### config.mk
export PLATFORM = sky130hd
export DESIGN_NAME = s2p_deser4
export DESIGN_NICKNAME = d
export VERILOG_FILES = /design/src/rtl/s2p_pkg.sv /design/src/rtl/s2p_sync_edge.sv /design/src/rtl/s2p_divider.sv /design/src/rtl/s2p_shift_capture.sv /design/src/rtl/s2p_deser4.sv
export SDC_FILE = /design/constraint.sdc
export NUM_CORES = 1
export LEC_CHECK = 0
export BUFFER_PORTS_ARGS = -buffer_cell sky130_fd_sc_hd__buf_2
export CAP_MARGIN = 40
export CORE_AREA = 2 2 39 41
export CTS_BUF_LIST = sky130_fd_sc_hd__clkbuf_4
export DETAILED_ROUTE_END_ITERATION = 12
export DIE_AREA = 0 0 41 43
export HOLD_SLACK_MARGIN = 0.1
export PLACE_DENSITY_LB_ADDON = 0.25
export SLEW_MARGIN = 5
export SYNTH_ARGS = -nofsm -noshare
export SYNTH_HDL_FRONTEND = slang
export SYNTH_SLANG_ARGS = --single-unit
### constraint.sdc
create_clock -name clk_i -period 1 [get_ports clk_i]
set_input_delay 0.2 -clock clk_i [delete_from_list [all_inputs] [get_ports clk_i]]
set_output_delay 0.2 -clock clk_i [all_outputs]
set_load 0.1 [all_outputs]
### src/rtl/s2p_pkg.sv
package s2p_pkg;
  parameter int unsigned DefWordW   = 4;
  parameter int unsigned DefSyncStg = 2;

  typedef enum logic {
    CONV_X1 = 1'b0,  // update each divider wrap
    CONV_X2 = 1'b1   // update every second wrap
  } conv_mode_e;
endpackage

### src/rtl/s2p_sync_edge.sv
module s2p_sync_edge #(
  parameter int unsigned STAGES = 2
) (
  input  logic clk_i,
  input  logic rst_ni,
  input  logic async_i,
  output logic pulse_o
);
  logic [STAGES-1:0] sync_q;
  logic              last_q;

  always_ff @(posedge clk_i or negedge rst_ni) begin
    if (!rst_ni) begin
      sync_q <= '0;
      last_q <= 1'b0;
    end else begin
      sync_q <= {sync_q[STAGES-2:0], async_i};
      last_q <= sync_q[STAGES-1];
    end
  end

  assign pulse_o = sync_q[STAGES-1] & ~last_q;
endmodule

### src/rtl/s2p_divider.sv
module s2p_divider
  import s2p_pkg::*;
#(
  parameter int unsigned WORD_W = 4
) (
  input  logic       clk_i,
  input  logic       rst_ni,
  input  logic       slip_i,
  input  conv_mode_e mode_i,
  output logic       div4_o,
  output logic       div8_o,
  output logic       load_o
);
  localparam int unsigned CntW = (WORD_W > 1) ? $clog2(WORD_W) : 1;
  localparam logic [CntW-1:0] LastCnt = CntW'(WORD_W - 1);

  logic [CntW-1:0] cnt_q;
  logic            half_q;
  logic            wrap;

  assign wrap = (cnt_q == LastCnt) && !slip_i;

  always_ff @(posedge clk_i or negedge rst_ni) begin
    if (!rst_ni) begin
      cnt_q  <= '0;
      half_q <= 1'b0;
    end else if (!slip_i) begin
      if (wrap) begin
        cnt_q  <= '0;
        half_q <= ~half_q;
      end else begin
        cnt_q <= cnt_q + 1'b1;
      end
    end
  end

  assign div4_o = cnt_q[CntW-1];
  assign div8_o = half_q;
  assign load_o = wrap && ((mode_i == CONV_X1) || half_q);
endmodule

### src/rtl/s2p_shift_capture.sv
module s2p_shift_capture #(
  parameter int unsigned WORD_W = 4
) (
  input  logic              clk_i,
  input  logic              rst_ni,
  input  logic              bit_i,
  input  logic              load_i,
  output logic [WORD_W-1:0] par_o,
  output logic              sout_o
);
  logic [WORD_W-1:0] sr_q;
  logic [WORD_W-1:0] sr_d;
  logic [WORD_W-1:0] par_q;

  // newest bit enters at the top, oldest sits at bit 0
  assign sr_d = {bit_i, sr_q[WORD_W-1:1]};

  always_ff @(posedge clk_i or negedge rst_ni) begin
    if (!rst_ni) begin
      sr_q  <= '0;
      par_q <= '0;
    end else begin
      sr_q <= sr_d;
      if (load_i) par_q <= sr_d;
    end
  end

  assign par_o  = par_q;
  assign sout_o = sr_q[0];
endmodule

### src/rtl/s2p_deser4.sv
module s2p_deser4
  import s2p_pkg::*;
#(
  parameter int unsigned WORD_W   = DefWordW,
  parameter int unsigned SYNC_STG = DefSyncStg
) (
  input  logic              clk_i,
  input  logic              rst_ni,
  input  logic              sel_i,
  input  logic              sin_a_i,
  input  logic              sin_b_i,
  input  logic              mode_i,
  input  logic              sync_i,
  output logic [WORD_W-1:0] par_o,
  output logic              div4_o,
  output logic              div8_o,
  output logic              sout_o,
  output logic              load_o
);
  logic       ser_bit;
  logic       slip;
  conv_mode_e conv_mode;

  assign ser_bit   = sel_i ? sin_a_i : sin_b_i;
  assign conv_mode = conv_mode_e'(mode_i);

  s2p_sync_edge #(.STAGES(SYNC_STG)) i_sync (
    .clk_i  (clk_i),
    .rst_ni (rst_ni),
    .async_i(sync_i),
    .pulse_o(slip)
  );

  s2p_divider #(.WORD_W(WORD_W)) i_div (
    .clk_i (clk_i),
    .rst_ni(rst_ni),
    .slip_i(slip),
    .mode_i(conv_mode),
    .div4_o(div4_o),
    .div8_o(div8_o),
    .load_o(load_o)
  );

  s2p_shift_capture #(.WORD_W(WORD_W)) i_cap (
    .clk_i (clk_i),
    .rst_ni(rst_ni),
    .bit_i (ser_bit),
    .load_i(load_o),
    .par_o (par_o),
    .sout_o(sout_o)
  );
endmodule

== Yosys cells after proc, flatten, opt, wreduce, memory -nomap -nowiden ==
Index checks and enable logic that the tools add are counted.

* Memories kept: 0
* Memory bits (writable): 0
* Memory bits (read-only): 0
* Flip-flop bits (word level): 14
* Output and inout port bits: 8
* Logic and storage cells: 20
* Bits in latches: 0
* Input port bits: 7

* Equal/unequal tests: 1
* Muxes and demuxes: 2
* Divide/modulo/power cells: 0
* Bitwise logic cells: 5
* Magnitude comparators: 0
* Add/sub/neg operators: 1
* Shift-type cells: 0
* Multipliers: 0
* Reductions and logical operators: 5

{| class="wikitable"
|+ Operators by type and width
! kind !! count
|-
| NOT 1 bit || 4
|-
| adder 2 x 1 -> 2 bit, second input constant || 1
|-
| equality test 2 bit, second input constant || 1
|-
| logical AND 1 bit || 2
|-
| 2-to-1 mux 2 bit || 1
|-
| AND reduction 2 bit || 1
|-
| AND 1 bit || 1
|-
| logical NOT 1 bit || 1
|-
| logical OR 1 bit || 1
|-
| 2-to-1 mux 1 bit || 1
|}

== Depth between registers and ports, before layout ==
Gate-level depths: netlist of the first run.

* Word-level depth: 5
* Depth in mapped cells: 3
* Depth with buffers taken out: 3

== Cells and area by module ==
Synthesis of the first run repeated with hierarchy kept, for this count alone.

* Cells, all modules: 28
* Area total of the unflattened synthesis: 493.0 um2

{| class="wikitable"
|+ Modules (own cells, without submodules)
! module !! instances !! area an instance (um2) !! sequential area each (um2) !! cells an instance
|-
| s2p_shift_capture || 1 || 245.2 || 200.2 || 12
|-
| s2p_divider || 1 || 143.9 || 75.1 || 11
|-
| s2p_sync_edge || 1 || 88.8 || 75.1 || 4
|-
| s2p_deser4 || 1 || 15.0 || 0.0 || 1
|}

== Worst setup path after synthesis of the first run ==
Ideal clock, no wire load.

* Kind: register to output
* From: register i_div.cnt_q[1]
* To: output load_o
* Arrival: 2.010 ns
* Stages on the path, launching flop included: 4
* Buffers on the path: 0
* Setup slack: -1.210 ns
* Data required time: 0.800 ns
* Path through: dfrtp_1 -> ha_1 -> nand3_4 -> inv_1

* Cells in the longest elaborated chain, start to end: 3

{| class="wikitable"
|+ RTL lines
! element !! line !! source
|-
| start: declaration || s2p_divider.sv:17 || <nowiki>logic [CntW-1:0] cnt_q;</nowiki>
|-
| start signal: assignment || s2p_divider.sv:32 || <nowiki>cnt_q <= cnt_q + 1'b1;</nowiki>
|-
| equality test 2 bit || s2p_divider.sv:21 || <nowiki>assign wrap = (cnt_q == LastCnt) && !slip_i;</nowiki>
|-
| logical AND 1 bit || s2p_divider.sv:21 ||
|-
| logical AND 1 bit || s2p_divider.sv:39 || <nowiki>assign load_o = wrap && ((mode_i == CONV_X1) || half_q);</nowiki>
|-
| end: declaration || s2p_deser4.sv:18 || <nowiki>output logic load_o</nowiki>
|}

Every way passes these cells.

== Worst setup path after layout of the first run ==
Ends and elaborated chain as after synthesis.

==> results of run 1 <==
==> cells by family after synthesis <==
kind of cell / share of synthesized area (%)
simple gates: 8.25
flops: 68.0
buf+inv: 0.727
xor+xnor: 1.70
mux: 18.9
fa+ha+maj: 2.43
==> repair_timing <==
action / CTS / global route
setup buffers: 5 / 5
pin swaps: 1 / 0
endpoints found under the hold margin: 15 / 0
resized for setup: 5 / 9
setup endpoints to repair: 15 / 15
hold buffers: 2 / 0
==> critical path, stage by stage, from the launching register on <==
cell        delay (ns)
dfrtp_4           0.49
ha_4              0.18
nand3_4           0.07
clkinvlp_4        0.10
buf_12            0.17
==> area by class of cell <==
cell class	instances	area (sq um)	share of cell area, %
inverters	1	7.51	0.796
flip-flops and latches	14	364	38.6
clock inverters	1	3.75	0.398
well taps	16	20.0	2.12
clock buffers	3	22.5	2.39
repair buffers	27	315	33.4
multi-input cells	14	210	22.3
==> sequential cells by signal, indices dropped and copies added (netlist names) <==
register	cells
i_cap.par_o	4
i_cap.sr_q	4
i_div.cnt_q	2
i_div.div8_o	1
i_sync.last_q	1
i_sync.sync_q	2
==> metrics by stage <==
| step | area, sq um | setup WS (ns) | setup TNS, ns | std cells | util [%] |
|---|---|---|---|---|---|
| 6_report | 943 | -0.490 | -3.46 | 76 | 68.2 |
| 5_1_grt | 943 | -0.517 | -3.83 | 76 | 68.2 |
| 4_1_cts | 905 | -0.493 | -3.63 | 75 | 65.4 |
| 3_5_place_dp | 802 | -0.248 | -1.26 | 64 | 58.0 |
| 3_3_place_gp | 802 | -0.223 | -1.07 | 64 | 58.0 |
| 2_1_floorplan | 554 | -0.560 | -2.56 | 29 | - |
==> routing by layer <==
metal	vias up	routed length (um)	share of wire (%)
li1	158	-	-
met4	0	42	4.1
met2	12	573	55
met5	-	0	0
met3	4	50	4.8
met1	169	366	35
==> cell usage in the layout (no fill, tap or decap), types with 2 or more instances in the layout <==
cell,count
nand2b_4,2
dlygate4sd3_1,2
dfrtp_1,7
buf_12,8
mux2_4,6
clkbuf_4,3
dfrtp_4,2
buf_2,6
dfrtp_2,5
buf_4,5
buf_6,6
==> path summary, 6_finish.rpt <==
check                      slack (ns)                  startpoint                         end
setup / recovery                -0.49  i_div.cnt_q[1]$_DFFE_PN0N_                      load_o
setup reg to reg                -0.37  i_div.cnt_q[1]$_DFFE_PN0N_  i_cap.par_o[2]$_DFFE_PN0P_
hold reg to reg                  0.36  i_sync.sync_q[0]$_DFF_PN0_  i_sync.sync_q[1]$_DFF_PN0_
min in group asynchronous        0.33                      rst_ni    i_div.div8_o$_DFFE_PN0P_
max in group asynchronous        0.42                      rst_ni  i_div.cnt_q[1]$_DFFE_PN0N_
hold / removal                   0.16                     sin_b_i     i_cap.sr_q[3]$_DFF_PN0_
==> results.yml, run 1 <==
status:
  status: "finished with violations"
  violations: "negative setup slack"
min_path:
  hold_class: "input port to flip-flop"
  whs_path_depth: 2
global_route:
  grt_max_degree: 15
  antenna_found_initial: 0
  busiest_layer: "met2"
  grt_first_pass_wirelength_mm: 1.56
  met2_usage_pct: 23.1
  track_usage_pct: 14.8
  use_met3_pct: 3.14
  grt-ovfl-total: 0
  met1_usage_pct: 15.1
  grt_pass1_vias: 354
die:
  initial_core_util_pct: 37.3
  core_area_sq_um: 1380
  pin_count: 15
  num_rows: 14
  chipHeight_um: 43
  die_area_sq_um: 1760
  die_x_um: 41
worst_setup_path:
  end_kind: "output port"
  reg2regPathDepth: 5
  cp.required_ns: 0.80
  crit_type: "flip-flop to output port"
  arrival_ns: 1.29
  startpoint_type: "flip-flop"
  cp_max_fo: 2
route:
  first_iter_violations: 1
  num_vias: 343
  ant_nets: 0
  routed_via_density: 4.51
  finalWirelength_mm: 1.03
  drc_errors: 0
  first_pass_iters: 2
  wl_per_cell_um: 13.6
sta:
  skew_ns: 0.00265
  period_needed_ns: 1.49
  report.final.slew_viol_count: 0
  fmax_mhz: 671
  rsz0062_at_grt: "yes"
  max_slew_margin_pct: 79.9
  setup_viol: 15
  finalCritPeriodShare_pct: 149
  fin_ws_ns: -0.490
  whs_ns: 0.157
  max_slew.worst_pin.slew_ns: 0.301
  hold_violations: 0
synth:
  synth_most_common_cell: "dfrtp_1"
  synth_area_leaders: "dfrtp_1 68%, mux2_4 15%, mux2_2 4.4%"
  async_flop_share_pct: 100
  synth_largest_area_cell: "dfrtp_1"
  syn_inst: 29
  ys.flop_type: "dfrtp_1"
  synth_warnings: 0
  syn_avg_cell_area_sq_um: 17.8
  synth_edf_count: 0
  yosysSeqAreaShare_pct: 68.0
  synth_fp_nets: 37
  yosys_register_bits: 14
  synth_common_cells: "14 x dfrtp_1, 5 x mux2_4, 2 x mux2_2, 2 x nand2b_2"
  netlist_area_sq_um: 515
  yosysUniqueCellTypes: 10
  yosys.area.top_type_share_pct: 68.0
layout:
  final_nets: 69
  num_antenna_cells: 0
  nFillCells: 95
  drive_above_1_share_pct: 83.3
  area_growth_pct: 83.0
cts:
  cts_made_buffers: 3
  cts_num_sinks: 14
  tritoncts: "built"
  cts-root-buf: "clkbuf_4"
  htree_levels: 1
  clkTransAtPathRegs_ns: 0.08
  clock_path_buffers: 2
  clk_latency_ns: 0.28
placed_design:
  hpwl_um: 723
  gp_congestion: 0.613
  place.port_buffers: 14
job:
  maxCapViolCount: 0
Power of run 1 is not shown: default switching activity piles up to over one toggle a cycle in this logic, so the estimate is an artifact.
==> run 2: changes to the inputs <==
Settings changed: CELL_PAD_IN_SITES_DETAIL_PLACEMENT from default to 0, CELL_PAD_IN_SITES_GLOBAL_PLACEMENT from default to 2, CORE_AREA 2 2 39 41 to default, CORE_MARGIN from default to 1, CORE_UTILIZATION from default to 32, DIE_AREA 0 0 41 43 to default.
==> results.yml, run 2 (synthesis gave the netlist of run 1 again) <==
route:
  drc_errors: 0
  m1WireLength_um: 339
  finalWirelength_um: 911
  wl_per_cell_um: 12.1
  routed_via_density: 4.45
  routed.top_layer: "met3"
  first_iter_violations: 1
  ant_nets: 0
  dr_wl_met3_um: 46
  first_pass_iters: 2
  num_vias: 334
  wl_met2_um: 526
layout:
  multi_input_area_sq_um: 203
  final_cell_mix: "8 x buf_12, 7 x dfrtp_1, 7 x buf_4, 6 x mux2_4, 6 x buf_2"
  num_antenna_cells: 0
  drive_above_1_share_pct: 81.4
  area_growth_pct: 77.9
  final_cell_area_sq_um: 917
  final_common_cell: "buf_12"
  nFillCells: 114
  seqCellArea_sq_um: 364
  utilization_pct: 60.9
  final_nets: 68
placed_design:
  hpwl_um: 676
  place_area_sq_um: 802
  place.port_buffers: 14
  gp_congestion: 0.640
worst_setup_path:
  crit_type: "flip-flop to output port"
  reg2regPathDepth: 5
  crit_start: "i_div.cnt_q[1]$_DFFE_PN0N_"
  setup.worst_path.end: "load_o"
  cp_max_fo: 2
  rr_startpoint: "i_div.cnt_q[1]$_DFFE_PN0N_"
  startpoint_type: "flip-flop"
  cp.required_ns: 0.80
  r2r_setup_slack_ns: -0.36
  arrival_ns: 1.28
  end_kind: "output port"
  r2r_end: "i_cap.par_o[3]$_DFFE_PN0P_"
sta:
  period_needed_ns: 1.48
  rsz0062_at_grt: "yes"
  finalCritPeriodShare_pct: 148
  fin_ws_ns: -0.483
  max_slew_margin_pct: 80.2
  fmax_mhz: 674
  setup_tns_ns: -3.31
  setup_viol: 15
  max_slew.worst_pin.slew_ns: 0.297
  whs_ns: 0.161
  hold_violations: 0
  skew_ns: 0.00491
  report.final.slew_viol_count: 0
cts:
  cts_num_sinks: 14
  cts-root-buf: "clkbuf_4"
  tritoncts: "built"
  cts_made_buffers: 3
  clock_path_buffers: 2
  clk_latency_ns: 0.27
  clkTransAtPathRegs_ns: 0.08
  htree_levels: 1
global_route:
  track_usage_pct: 11.7
  grt_max_degree: 15
  grt_pass1_vias: 374
  antenna_found_initial: 0
  grt_first_pass_wirelength_mm: 1.50
  grt-ovfl-total: 0
die:
  die_area_sq_um: 1780
  chipHeight_um: 42.1
  num_rows: 14
  core_area_sq_um: 1510
  die_x_um: 42.1
  pin_count: 15
  initial_core_util_pct: 34.2
job:
  maxCapViolCount: 0
min_path:
  hold_class: "input port to flip-flop"
  hp-start: "sin_a_i"
status:
  violations: "negative setup slack"
  status: "finished with violations"
run 2: area by class of cell:
cell class              instances  area share [%]
inverters                       1           0.819
clock buffers                   3            2.46
multi-input cells              14            22.1
flip-flops and latches         14            39.7
well taps                      16            2.18
repair buffers                 26            32.3
clock inverters                 1           0.409
run 2: per-stage QoR:
step	instances	setup WS, ns
floorplan	29	-0.560
global placement	64	-0.227
detailed placement	64	-0.255
CTS	74	-0.518
global route	75	-0.524
finish	75	-0.483
run 2: critical path, stage by stage (launching register included):
cell,delay (ns)
dfrtp_4,0.50
ha_4,0.17
nand3_4,0.07
clkinvlp_4,0.10
buf_12,0.17
run 2: metal layers:
metal | global-route usage [%] | vias to the layer above
met2 | 20.9 | 12
met1 | 13.1 | 166
li1 | - | 156
met4 | 5.63 | 0
met5 | 0 | -
met3 | 2.59 | 0
run 2: timing repair:
item	4_1_cts	5_1_grt
gates resized for setup	7	3
buffers inserted	4	3
hold endpoints to repair	15	0
pin swaps	3	2
hold buffers	2	0
endpoints found under the setup margin	15	15
run 2: worst min-delay path by stage:
stage               cells after the start  slack [ns]                         end
detailed placement                      1        0.11    i_div.div8_o$_DFFE_PN0P_
CTS                                     2        0.15     i_cap.sr_q[3]$_DFF_PN0_
finish                                  2        0.16     i_cap.sr_q[3]$_DFF_PN0_
global placement                        1        0.09     i_cap.sr_q[1]$_DFF_PN0_
global route                            2        0.15     i_cap.sr_q[3]$_DFF_PN0_
floorplan                               0        -0.1  i_cap.par_o[0]$_DFFE_PN0P_
Power of run 2 is left out for the same reason.
==> run 3: changes to the inputs <==
Settings changed: CORE_UTILIZATION 32 to 31, SYNTH_HIERARCHICAL from default to 1.
==> results.yml, run 3 <==
layout:
  nFillCells: 105
  final_cell_area_sq_um: 947
  stdcell_count: 79
  area_growth_pct: 92.1
  drive_above_1_share_pct: 76.2
  final_nets: 72
  final_cell_mix: "11 x dfrtp_1, 10 x buf_4, 8 x buf_12, 6 x buf_2"
  num_antenna_cells: 0
  final_common_cell: "dfrtp_1"
placed_design:
  place_area_sq_um: 788
  dp_slack_ns: -0.345
  hpwl_um: 635
  gp_congestion: 0.630
  place.port_buffers: 14
  dp.cells: 63
sta:
  hold_violations: 0
  skew_ns: 0.000753
  setup_viol: 15
  max_slew_margin_pct: 79.3
  max_slew.worst_pin.slew_ns: 0.311
  rsz0062_at_grt: "yes"
  whs_ns: 0.165
  report.final.slew_viol_count: 0
  finalCritPeriodShare_pct: 147
  fin_ws_ns: -0.468
  fmax_mhz: 681
  period_needed_ns: 1.47
worst_setup_path:
  arrival_ns: 1.27
  cp_max_fo: 2
  cp.required_ns: 0.80
  path_buf_inv: 1
  cp.depth: 4
  end_kind: "output port"
  r2r_setup_slack_ns: -0.46
  crit_type: "flip-flop to output port"
  cpMaxStageDelayCell: "dfrtp_4"
  crit_chain: "ha_4, nand2b_4, a21oi_4, buf_12"
  critPathMaxStageDelay_ns: 0.43
  crit_family: "flip-flops"
  startpoint_type: "flip-flop"
  reg2regPathDepth: 6
min_path:
  whs_path_depth: 2
  hold_class: "input port to flip-flop"
die:
  die_area_sq_um: 1750
  chipHeight_um: 41.9
  initial_core_util_pct: 33.1
  die_x_um: 41.9
  pin_count: 15
  num_rows: 14
  core_area_sq_um: 1490
cts:
  clkTransAtPathRegs_ns: 0.08
  cts-root-buf: "clkbuf_4"
  htree_levels: 1
  tritoncts: "built"
  clk_latency_ns: 0.27
  cts_num_sinks: 14
  cts_made_buffers: 3
  clock_path_buffers: 2
synth:
  yosys.area.top_type_share_pct: 71.1
  yosys_register_bits: 14
  synth_common_cells: "14 x dfrtp_1, 5 x mux2_2"
  ys.flop_type: "dfrtp_1"
  async_flop_share_pct: 100
  synth_largest_area_cell: "dfrtp_1"
  syn_avg_cell_area_sq_um: 17.6
  netlist_area_sq_um: 493
  synth_warnings: 6
  synth_area_leaders: "dfrtp_1 71%, mux2_2 11%, mux2_4 3.0%"
  yosysSeqAreaShare_pct: 71.1
  yosysUniqueCellTypes: 11
  syn_inst: 28
  synth_fp_nets: 36
  synth_edf_count: 0
  synth_most_common_cell: "dfrtp_1"
global_route:
  grt_max_degree: 15
  grt-ovfl-total: 0
  track_usage_pct: 12.2
  antenna_found_initial: 0
  grt_pass1_vias: 367
  grt_first_pass_wirelength_mm: 1.57
route:
  finalWirelength_um: 968
  wl_per_cell_um: 12.3
  routed_via_density: 4.49
  first_pass_iters: 2
  drc_errors: 0
  first_iter_violations: 2
  ant_nets: 0
  num_vias: 355
status:
  violations: "negative setup slack"
  status: "finished with violations"
job:
  maxCapViolCount: 0
## run 3: final timing paths
check | startpoint | to
max | i_div/cnt_q[1]$_DFFE_PN0N_ | load_o
min | sin_b_i | i_cap/sr_q[3]$_DFF_PN0_
max reg2reg | i_div/cnt_q[1]$_DFFE_PN0N_ | i_cap/par_o[2]$_DFFE_PN0P_
min reg2reg | i_sync/sync_q[0]$_DFF_PN0_ | i_sync/sync_q[1]$_DFF_PN0_
max in group asynchronous | rst_ni | i_div/cnt_q[1]$_DFFE_PN0N_
min in group asynchronous | rst_ni | i_div/div8_o$_DFFE_PN0P_
## run 3: repair_timing
item                                    4_1_cts  5_1_grt
endpoints found under the setup margin       15       15
setup buffers                                 8        3
gates cloned                                  0        0
pin swaps                                     2        0
endpoints found under the hold margin        15        0
gates resized for setup                       6        3
hold buffers                                  2        0
## run 3: area by class of cell
cell class                 instances  area, sq um  share of cell area [%]
multi-input combinational         13          196                    20.7
sequential                        14          359                    37.9
inverter                           1         3.75                   0.396
clock buffer                       3         22.5                    2.38
clock inverter                     1         3.75                   0.396
tap                               16         20.0                    2.11
timing repair buffer              31          342                    36.1
## run 3: worst register-to-register path: stages (launching register included)
cell and delay (ns):
dfrtp_4 0.43, ha_4 0.16, nand2b_4 0.06, a21oi_4 0.15
buf_4 0.14, buf_6 0.11, mux2_4 0.30
## run 3: logic make-up (layout without fill, tap and decap cells)
| kind of cell | count (synthesis) | in the layout | share of synthesized area [%] |
|---|---|---|---|
| flops | 14 | 14 | 71.1 |
| mux | 6 | 6 | 14.5 |
| simple gates | 3 | 3 | 6.60 |
| compound gates | 2 | 2 | 2.79 |
| fa+ha+maj | 1 | 1 | 2.54 |
| xor+xnor | 1 | 1 | 1.78 |
| buf+inv | 1 | 36 | 0.761 |
## run 3: stage by stage
step / util, % / setup TNS [ns]
6_report: 63.6 / -3.49
5_1_grt: 63.6 / -3.95
4_1_cts: 61.9 / -3.29
3_5_place_dp: 52.9 / -1.75
3_3_place_gp: 52.9 / -1.57
2_1_floorplan: - / -5.51
## run 3: routing by layer
metal  vias up  wire, um  track usage, %
met3         0        73            4.35
li1        163         -               -
met4         0         0            5.81
met5         -         0               0
met1       179       409            14.6
met2        13       486            19.4
Power of run 3 is left out for the same reason.
